$ cat src/rtl/dps_pkg.sv
package dps_pkg;
  typedef enum logic [2:0] {
    CMD_NOP = 3'd0,
    CMD_PRE = 3'd1,
    CMD_ACT = 3'd2,
    CMD_RD  = 3'd3,
    CMD_WR  = 3'd4
  } cmd_e;

  typedef enum logic [1:0] {
    KIND_HIT      = 2'd0,
    KIND_ROWMISS  = 2'd1,
    KIND_PAGEMISS = 2'd2
  } kind_e;
endpackage

$ cat src/rtl/dps_bank_table.sv
module dps_bank_table #(
  parameter int NUM_BANKS = 4,
  parameter int ROW_W     = 12,
  localparam int BANK_W   = $clog2(NUM_BANKS)
) (
  input  logic              clk_i,
  input  logic              rst_ni,
  input  logic              clear_all_i,
  input  logic              close_i,
  input  logic              open_i,
  input  logic [BANK_W-1:0] upd_bank_i,
  input  logic [ROW_W-1:0]  upd_row_i,
  input  logic [BANK_W-1:0] lk_bank_i,
  input  logic [ROW_W-1:0]  lk_row_i,
  output logic [1:0]        lk_kind_o
);
  import dps_pkg::*;

  logic [NUM_BANKS-1:0] open_q;
  logic [ROW_W-1:0]     row_q [NUM_BANKS];

  for (genvar b = 0; b < NUM_BANKS; b++) begin : g_bank
    logic sel;
    assign sel = (upd_bank_i == BANK_W'(b));
    always_ff @(posedge clk_i or negedge rst_ni) begin
      if (!rst_ni) begin
        open_q[b] <= 1'b0;
        row_q[b]  <= '0;
      end else if (clear_all_i || (close_i && sel)) begin
        open_q[b] <= 1'b0;
      end else if (open_i && sel) begin
        open_q[b] <= 1'b1;
        row_q[b]  <= upd_row_i;
      end
    end
  end

  always_comb begin
    if (!open_q[lk_bank_i])                lk_kind_o = KIND_ROWMISS;
    else if (row_q[lk_bank_i] == lk_row_i) lk_kind_o = KIND_HIT;
    else                                   lk_kind_o = KIND_PAGEMISS;
  end
endmodule

$ cat src/rtl/dps_seq_timer.sv
module dps_seq_timer #(
  parameter int T_HIT   = 5,
  parameter int T_STEP  = 3,
  parameter int T_BEAT  = 2,
  parameter int BEATS   = 4,
  localparam int IDX_W  = $clog2(BEATS),
  localparam int CNT_W  = $clog2(T_HIT + 2*T_STEP + T_BEAT*(BEATS-1) + 2)
) (
  input  logic             clk_i,
  input  logic             rst_ni,
  input  logic             start_i,
  input  logic [1:0]       steps_i,
  output logic             busy_o,
  output logic             pre_o,
  output logic             act_o,
  output logic             xfer_o,
  output logic             beat_o,
  output logic [IDX_W-1:0] beat_idx_o
);
  logic [CNT_W-1:0] cyc_q, step_off, lat, d;
  logic [1:0]       steps_q;
  logic             last;

  assign busy_o   = (cyc_q != '0);
  assign step_off = CNT_W'(T_STEP) * CNT_W'(steps_q);
  assign lat      = CNT_W'(T_HIT) + step_off;
  assign d        = cyc_q - lat;

  assign pre_o  = busy_o && (steps_q == 2'd2) && (cyc_q == CNT_W'(1));
  assign act_o  = busy_o && (steps_q != 2'd0) &&
                  (cyc_q == CNT_W'(1) + step_off - CNT_W'(T_STEP));
  assign xfer_o = busy_o && (cyc_q == CNT_W'(1) + step_off);

  // beats from lat on, every T_BEAT clocks
  assign beat_o     = busy_o && (cyc_q >= lat) &&
                      ((d % CNT_W'(T_BEAT)) == '0) &&
                      (d < CNT_W'(T_BEAT * BEATS));
  assign beat_idx_o = IDX_W'(d / CNT_W'(T_BEAT));
  assign last       = beat_o && (beat_idx_o == IDX_W'(BEATS - 1));

  always_ff @(posedge clk_i or negedge rst_ni) begin
    if (!rst_ni) begin
      cyc_q   <= '0;
      steps_q <= '0;
    end else if (!busy_o) begin
      if (start_i) begin
        cyc_q   <= CNT_W'(1);
        steps_q <= steps_i;
      end
    end else if (last) begin
      cyc_q <= '0;
    end else begin
      cyc_q <= cyc_q + CNT_W'(1);
    end
  end
endmodule

$ cat src/rtl/dram_page_seq.sv
module dram_page_seq #(
  parameter int NUM_BANKS = 4,
  parameter int ROW_W     = 12,
  parameter int COL_W     = 8,
  parameter int BEATS     = 4,
  parameter int T_HIT     = 5,
  parameter int T_STEP    = 3,
  parameter int T_BEAT    = 2,
  localparam int BANK_W   = $clog2(NUM_BANKS),
  localparam int IDX_W    = $clog2(BEATS)
) (
  input  logic              clk_i,
  input  logic              rst_ni,
  input  logic              req_i,
  input  logic              req_we_i,
  input  logic [BANK_W-1:0] req_bank_i,
  input  logic [ROW_W-1:0]  req_row_i,
  input  logic [COL_W-1:0]  req_col_i,
  input  logic              refresh_i,
  output logic              ready_o,
  output logic [2:0]        cmd_o,
  output logic [BANK_W-1:0] cmd_bank_o,
  output logic [ROW_W-1:0]  cmd_addr_o,
  output logic              beat_o,
  output logic [IDX_W-1:0]  beat_idx_o,
  output logic [1:0]        kind_o
);
  import dps_pkg::*;

  logic              busy, pre, act, xfer, accept;
  logic [1:0]        lk_kind;
  logic [BANK_W-1:0] bank_q;
  logic [ROW_W-1:0]  row_q;
  logic [COL_W-1:0]  col_q;
  logic              we_q;
  logic [1:0]        kind_q;

  assign ready_o = !busy && !refresh_i;
  assign accept  = req_i && ready_o;

  dps_bank_table #(
    .NUM_BANKS (NUM_BANKS),
    .ROW_W     (ROW_W)
  ) u_table (
    .clk_i       (clk_i),
    .rst_ni      (rst_ni),
    .clear_all_i (!busy && refresh_i),
    .close_i     (pre),
    .open_i      (act),
    .upd_bank_i  (bank_q),
    .upd_row_i   (row_q),
    .lk_bank_i   (req_bank_i),
    .lk_row_i    (req_row_i),
    .lk_kind_o   (lk_kind)
  );

  // kind code doubles as the number of extra command steps
  dps_seq_timer #(
    .T_HIT  (T_HIT),
    .T_STEP (T_STEP),
    .T_BEAT (T_BEAT),
    .BEATS  (BEATS)
  ) u_timer (
    .clk_i      (clk_i),
    .rst_ni     (rst_ni),
    .start_i    (accept),
    .steps_i    (lk_kind),
    .busy_o     (busy),
    .pre_o      (pre),
    .act_o      (act),
    .xfer_o     (xfer),
    .beat_o     (beat_o),
    .beat_idx_o (beat_idx_o)
  );

  always_ff @(posedge clk_i or negedge rst_ni) begin
    if (!rst_ni) begin
      bank_q <= '0;
      row_q  <= '0;
      col_q  <= '0;
      we_q   <= 1'b0;
      kind_q <= KIND_HIT;
    end else if (accept) begin
      bank_q <= req_bank_i;
      row_q  <= req_row_i;
      col_q  <= req_col_i;
      we_q   <= req_we_i;
      kind_q <= lk_kind;
    end
  end

  always_comb begin
    cmd_o      = CMD_NOP;
    cmd_addr_o = '0;
    if (pre) begin
      cmd_o = CMD_PRE;
    end else if (act) begin
      cmd_o      = CMD_ACT;
      cmd_addr_o = row_q;
    end else if (xfer) begin
      cmd_o      = we_q ? CMD_WR : CMD_RD;
      cmd_addr_o = ROW_W'(col_q);
    end
  end

  assign cmd_bank_o = bank_q;
  assign kind_o     = kind_q;
endmodule

$ cat config.mk
export PLATFORM = sky130hd
export DESIGN_NAME = dram_page_seq
export DESIGN_NICKNAME = d
export VERILOG_FILES = /design/src/rtl/dps_pkg.sv /design/src/rtl/dps_bank_table.sv /design/src/rtl/dps_seq_timer.sv /design/src/rtl/dram_page_seq.sv
export SDC_FILE = /design/constraint.sdc
export NUM_CORES = 1
export LEC_CHECK = 0
export ABC_AREA = 1
export BUFFER_PORTS_ARGS = -buffer_cell sky130_fd_sc_hd__buf_2
export CORE_MARGIN = 3
export CORE_UTILIZATION = 35
export CTS_CLUSTER_SIZE = 10
export DETAILED_ROUTE_END_ITERATION = 8
export PLACE_DENSITY = 0.54
export RECOVER_POWER = 100
export SLEW_MARGIN = 20
export SYNTH_ARGS = -nofsm -noshare
export SYNTH_HDL_FRONTEND = slang
export SYNTH_SLANG_ARGS = --single-unit
$ cat constraint.sdc
create_clock -name clk_i -period 2.5 [get_ports clk_i]
set_input_delay 0.5 -clock clk_i [delete_from_list [all_inputs] [get_ports clk_i]]
set_output_delay 0.5 -clock clk_i [all_outputs]
set_load 0.05 [all_outputs]
== Yosys cells after proc, flatten, opt, wreduce, memory -nomap -nowiden ==
Index checks and enable logic that the tools add are counted.

* Register bits after elaboration: 84
* Bits of input ports: 27
* Output and inout bits: 23

* $add $sub $neg: 5
* $mul: 1
* $lt $le $gt $ge: 4
* Equal/unequal tests: 9
* Mux-type cells: 25
* Bitwise logic cells: 6
* Reductions and logical operators: 40

{| class="wikitable"
|+ Operators by type and width
! kind !! count
|-
| two-way mux 12 bit || 4
|-
| binary-select mux 12 bit (select 2 bit) || 1
|-
| logical AND 1 bit || 20
|-
| two-way mux 5 bit || 3
|-
| == test 12 bit || 1
|-
| two-way mux 3 bit || 4
|-
| nonzero test 2 bit || 6
|-
| == test 5 bit || 2
|-
| AND reduction 2 bit || 5
|-
| two-way mux 1 bit || 9
|-
| == test 2 bit (second input constant) || 4
|-
| two-way mux 8 bit || 1
|-
| adder 1 x 4 -> 5 bit (first input constant) || 1
|-
| adder 3 x 4 -> 5 bit (first input constant) || 1
|-
| adder 5 x 1 -> 5 bit (second input constant) || 1
|-
| == test 5 x 1 -> 1 bit (second input constant) || 1
|-
| >= comparator 5 bit || 1
|-
| zero test 5 bit || 1
|-
| < comparator 5 x 4 -> 1 bit (second input constant) || 1
|-
| NOT 1 bit || 5
|-
| nonzero test 5 bit || 1
|-
| subtractor 5 x 2 -> 5 bit (second input constant) || 1
|-
| subtractor 5 bit || 1
|-
| logical OR 1 bit || 4
|-
| 9 further kinds || 11
|}

== Logic depth before layout (Yosys ltp) ==
* Depth after elaboration: 9
* Depth in mapped cells: 13
* Mapped depth without buffers: 13

== Modules after synthesis ==
A second synthesis with hierarchy kept.

* Cells, all modules: 628
* Area total of the unflattened synthesis: 4844.6 um^2

{| class="wikitable"
|+ By module, submodules not included
! module !! times used !! cells an instance !! area each (um^2)
|-
| dps_bank_table || 1 || 353 || 2743.9
|-
| dram_page_seq || 1 || 171 || 1257.5
|-
| dps_seq_timer || 1 || 104 || 843.3
|}

== Worst setup path after synthesis ==
Ideal clock, no wire load.

* Path kind: flip-flop to output port
* Start point: register u_timer.steps_q[0]
* End point: output port cmd_o[2]
* Arrival: 3038 ps
* Path slack: -1038 ps
* Cell stages (with the launch flop): 9
* Path through: dfrtp_1 -> inv_1 -> ha_1 -> xnor2_1 -> ha_1 -> nand3_1 -> nor2_1 -> nand3_1 -> nor4_1

* Longest elaborated chain between the ends: 7
* Elaborated cells on any way between the ends: 15

{| class="wikitable"
|+ RTL lines
! item !! line !! source
|-
| start, declared || dps_seq_timer.sv:21 || <nowiki>logic [1:0] steps_q;</nowiki>
|-
| start signal, assigned || dps_seq_timer.sv:48 || <nowiki>steps_q <= steps_i;</nowiki>
|-
| multiplier 2 x 2 -> 4 bit || dps_seq_timer.sv:25 || <nowiki>assign step_off = CNT_W'(T_STEP) * CNT_W'(steps_q);</nowiki>
|-
| adder 1 x 4 -> 5 bit || dps_seq_timer.sv:31, dps_seq_timer.sv:32 ||
|-
| subtractor 5 x 2 -> 5 bit / == test 5 bit (equally long branches) || dps_seq_timer.sv:31, dps_seq_timer.sv:32 ||
|-
| == test 5 bit / logical AND 1 bit (equally long branches) || dps_seq_timer.sv:31, dps_seq_timer.sv:32 ||
|-
| logical AND 1 bit / two-way mux 3 bit (equally long branches) || dps_seq_timer.sv:30, dram_page_seq.sv:100 ||
|-
| two-way mux 3 bit || dram_page_seq.sv:97 || <nowiki>end else if (act) begin</nowiki>
|-
| two-way mux 3 bit * || dram_page_seq.sv:95 || <nowiki>if (pre) begin</nowiki>
|-
| end, declared || dram_page_seq.sv:21 || <nowiki>output logic [2:0] cmd_o,</nowiki>
|}

Mark *: on every way between the ends. The rest lies on a longest branch, timed or not.

== Worst setup path in the final report ==
* Start point: register u_timer.steps_q[1]
* End point: output port cmd_o[2]

The elaborated chain is that of the path after synthesis.

==> flow_metrics.env <==
export IMPL_maxCapViolations=1
export IMPL_relSlewSlack_pct=-1.16
export IMPL_grtUsageTotal_pct=19.4
export IMPL_dp_hpwl_um=9260
export IMPL_clkLatencyLatePin_ns=0.35
export IMPL_yosys_warnings=0
export IMPL_end_kind="primary output"
export IMPL_cpMostUsedCell="buf_6"
export IMPL_skew_ns=0.00514
export IMPL_antenna_found_initial=0
export IMPL_gr_total_overflow=0
export IMPL_drt_iter0_markers=221
export IMPL_core_um2=12900
export IMPL_outcome="finished with violations"
export IMPL_power_density_nw_per_um2=1200
export IMPL_dieHeight_um=122
export IMPL_drtAntennaViolNets=0
export IMPL_layout_commonest_cell="nand2_1"
export IMPL_rows=41
export IMPL_ys_ff_latch=84
export IMPL_startpoint_type="flip-flop"
export IMPL_critPathMaxStageDelay_ns=0.39
export IMPL_setup_viol=18
export IMPL_tightest_slew_ns=1.52
export IMPL_crit_chain="inv_2, ha_4, xnor2_2, ha_1, nand3_2, nor2_4, nand3_4, buf_6, nor4_4, buf_6"
export IMPL_initial_core_util_pct=36.5
export IMPL_vias_per_cell=4.96
export IMPL_dr_pass1_iters=5
export IMPL_cp_num_buf_inv=3
export IMPL_clockBufferDepth=2
export IMPL_cts_made_buffers=9
export IMPL_setup_tns_final_ns=-3.74
export IMPL_cpMaxStageDelayCell="dfrtp_1"
export IMPL_syn2layout_area_growth_pct=29.7
export IMPL_drive_above_1_share_pct=26.6
export IMPL_rsz0062_at_grt="yes"
export IMPL_hold_viol=0
export IMPL_synth_nets=642
export IMPL_ys_flop_type="dfrtp_1"
export IMPL_period_needed_ns=2.82
export IMPL_grt_start_max_net_pins=58
export IMPL_final_cells=859
export IMPL_grt_pass1_vias=4251
export IMPL_root_buffer="clkbuf_16"
export IMPL_gp_congestion=0.819
export IMPL_setup_ws_ns=-0.320
export IMPL_path_clk_slew_ns=0.06
export IMPL_violations="capacitance limit, slew limit, setup timing"
export IMPL_finalPower_mw=7.29
export IMPL_ys_seq_area_share_pct=44.8
export IMPL_timing_fmax_mhz=355
export IMPL_yosysUniqueCellTypes=38
export IMPL_post_drt_wl_per_cell_um=15.9
export IMPL_antennaDiodeCount=0
export IMPL_critPathKind="flip-flop to primary output"
export IMPL_htreeDepth=3
export IMPL_synth_area_um2=4690
export IMPL_grt_pass1_wl_um=22200
export IMPL_dieArea_um2=14800
export IMPL_leakagePower_nw=3.09
export IMPL_syn_inst=600
export IMPL_drc_errors=0
export IMPL_final_cell_mix="nand2_1, dfrtp_1, o21ai_0, nand3_1, buf_4"
export IMPL_synth_edf_count=0
export IMPL_dp_cells=836
export IMPL_wl_um=13700
export IMPL_slew_viol_final=29
export IMPL_hold_class="input port to flip-flop"
export IMPL_crit_fanout=3
export IMPL_synthArstFlopShare_pct=100
export IMPL_arrival_ns=2.32
export IMPL_hold_buffers=0
export IMPL_fill_cells=1284
export IMPL_period_share_pct=113
export IMPL_cts_tree="done"
export IMPL_vias=4258
export IMPL_crit_required_ns=2.00
export IMPL_ios=50
export IMPL_die_w_um=122
export IMPL_crit_family="adder cells"
export IMPL_peakVddDrop_uv=534
export IMPL_io_buffers=49
export IMPL_syn_area_per_cell_um2=7.82
export IMPL_numClockSinks=84
export IMPL_final_nets=724
==> path summary, 6_finish.rpt <==
kind,cells past startpoint,end,slack (ns),start
min reg2reg,2,u_table.row_q[41]$_DFFE_PN0P_,0.48,u_table.row_q[41]$_DFFE_PN0P_
min in group asynchronous,1,u_table.row_q[39]$_DFFE_PN0P_,0.52,rst_ni
max reg2reg,12,u_table.row_q[1]$_DFFE_PN0P_,0,u_timer.steps_q[0]$_DFFE_PN0P_
max,10,cmd_o[2],-0.32,u_timer.steps_q[1]$_DFFE_PN0P_
max in group asynchronous,2,u_table.row_q[8]$_DFFE_PN0P_,0.33,rst_ni
min,2,col_q[4]$_DFFE_PN0P_,0.38,req_col_i[4]
==> layout make-up <==
cell class                 count  area, um^2  share of cell area [%]
tap                          172         215                    3.54
timing repair inverter         1        6.26                   0.103
multi-input combinational    447        2510                    41.2
inverter                      45         183                    3.00
timing repair buffer          94         723                    11.9
clock inverter                 6         111                    1.83
sequential                    84        2100                    34.5
clock buffer                  10         239                    3.93
==> routing by layer <==
layer	GRT usage (%)	share of wire [%]
met1	24.4	44
met3	3.39	3.6
met2	32.7	50
met4	8.40	2.9
met5	0	0
==> repair_timing <==
item,CTS,global route
setup buffers,5,3
pin swaps,9,11
gates cloned,1,0
setup endpoints to repair,18,19
gates resized for setup,62,27
==> state kept, by name, summed over array words and instances, names as in the netlist <==
signal           count
cmd_bank_o           2
u_table.row_q       48
kind_o               2
u_timer.cyc_q        5
u_timer.steps_q      2
col_q                8
row_q               12
we_q                 1
u_table.open_q       4
==> kinds of logic (layout without fill, tap and decap cells) <==
family,count (synthesis),after routing,share of synthesized area (%)
AND/OR/NAND/NOR,323,323,29.4
AO/OA/AOI/OAI,96,96,11.9
flip-flops,84,84,44.8
buffers and inverters,69,156,6.88
adder cells (fa/ha/maj),15,15,4.16
multiplexers,8,8,1.92
XOR/XNOR,5,5,0.933
==> Yosys cell counts (2+ instances only) <==
cell / number / area (um^2)
a21oi_1: 21 / 105
a21oi_2: 2 / 17.5
buf_2: 6 / 30.0
buf_6: 6 / 67.6
clkbuf_1: 6 / 22.5
clkbuf_2: 4 / 20.0
clkinv_1: 4 / 15.0
dfrtp_1: 84 / 2100
ha_1: 14 / 175
inv_1: 38 / 143
inv_2: 2 / 7.51
mux2_2: 8 / 90.1
nand2_1: 231 / 867
nand2_2: 2 / 12.5
nand2_4: 2 / 22.5
nand3_1: 48 / 240
nand4_1: 8 / 50.1
nor2_1: 19 / 71.3
nor2_2: 5 / 31.3
nor2_4: 2 / 22.5
o21ai_0: 47 / 235
o21ai_1: 19 / 95.1
o31ai_4: 4 / 85.1
xnor2_1: 2 / 17.5
xor2_1: 3 / 26.3
==> metrics by stage <==
| step | setup WS (ns) | hold WS (ns) | utilization [%] | area, um^2 |
|---|---|---|---|---|
| floorplan | -0.0892 | 0.204 | - | 4860 |
| global placement | -0.143 | 0.448 | 42.6 | 5490 |
| detailed placement | -0.179 | 0.451 | 42.6 | 5490 |
| CTS | -0.391 | 0.0880 | 47.3 | 6100 |
| global route | -0.430 | 0.387 | 47.3 | 6090 |
| finish | -0.320 | 0.382 | 47.3 | 6090 |
==> where the power goes <==
group          internal, mW  leakage [nW]  total [mW]  switching (mW)
Sequential             1.82          1.12        2.29           0.466
Combinational          1.45          1.80        3.44            1.99
Clock                  1.00         0.169        1.57           0.565
Note: power is estimated with default switching activity, not from simulation.
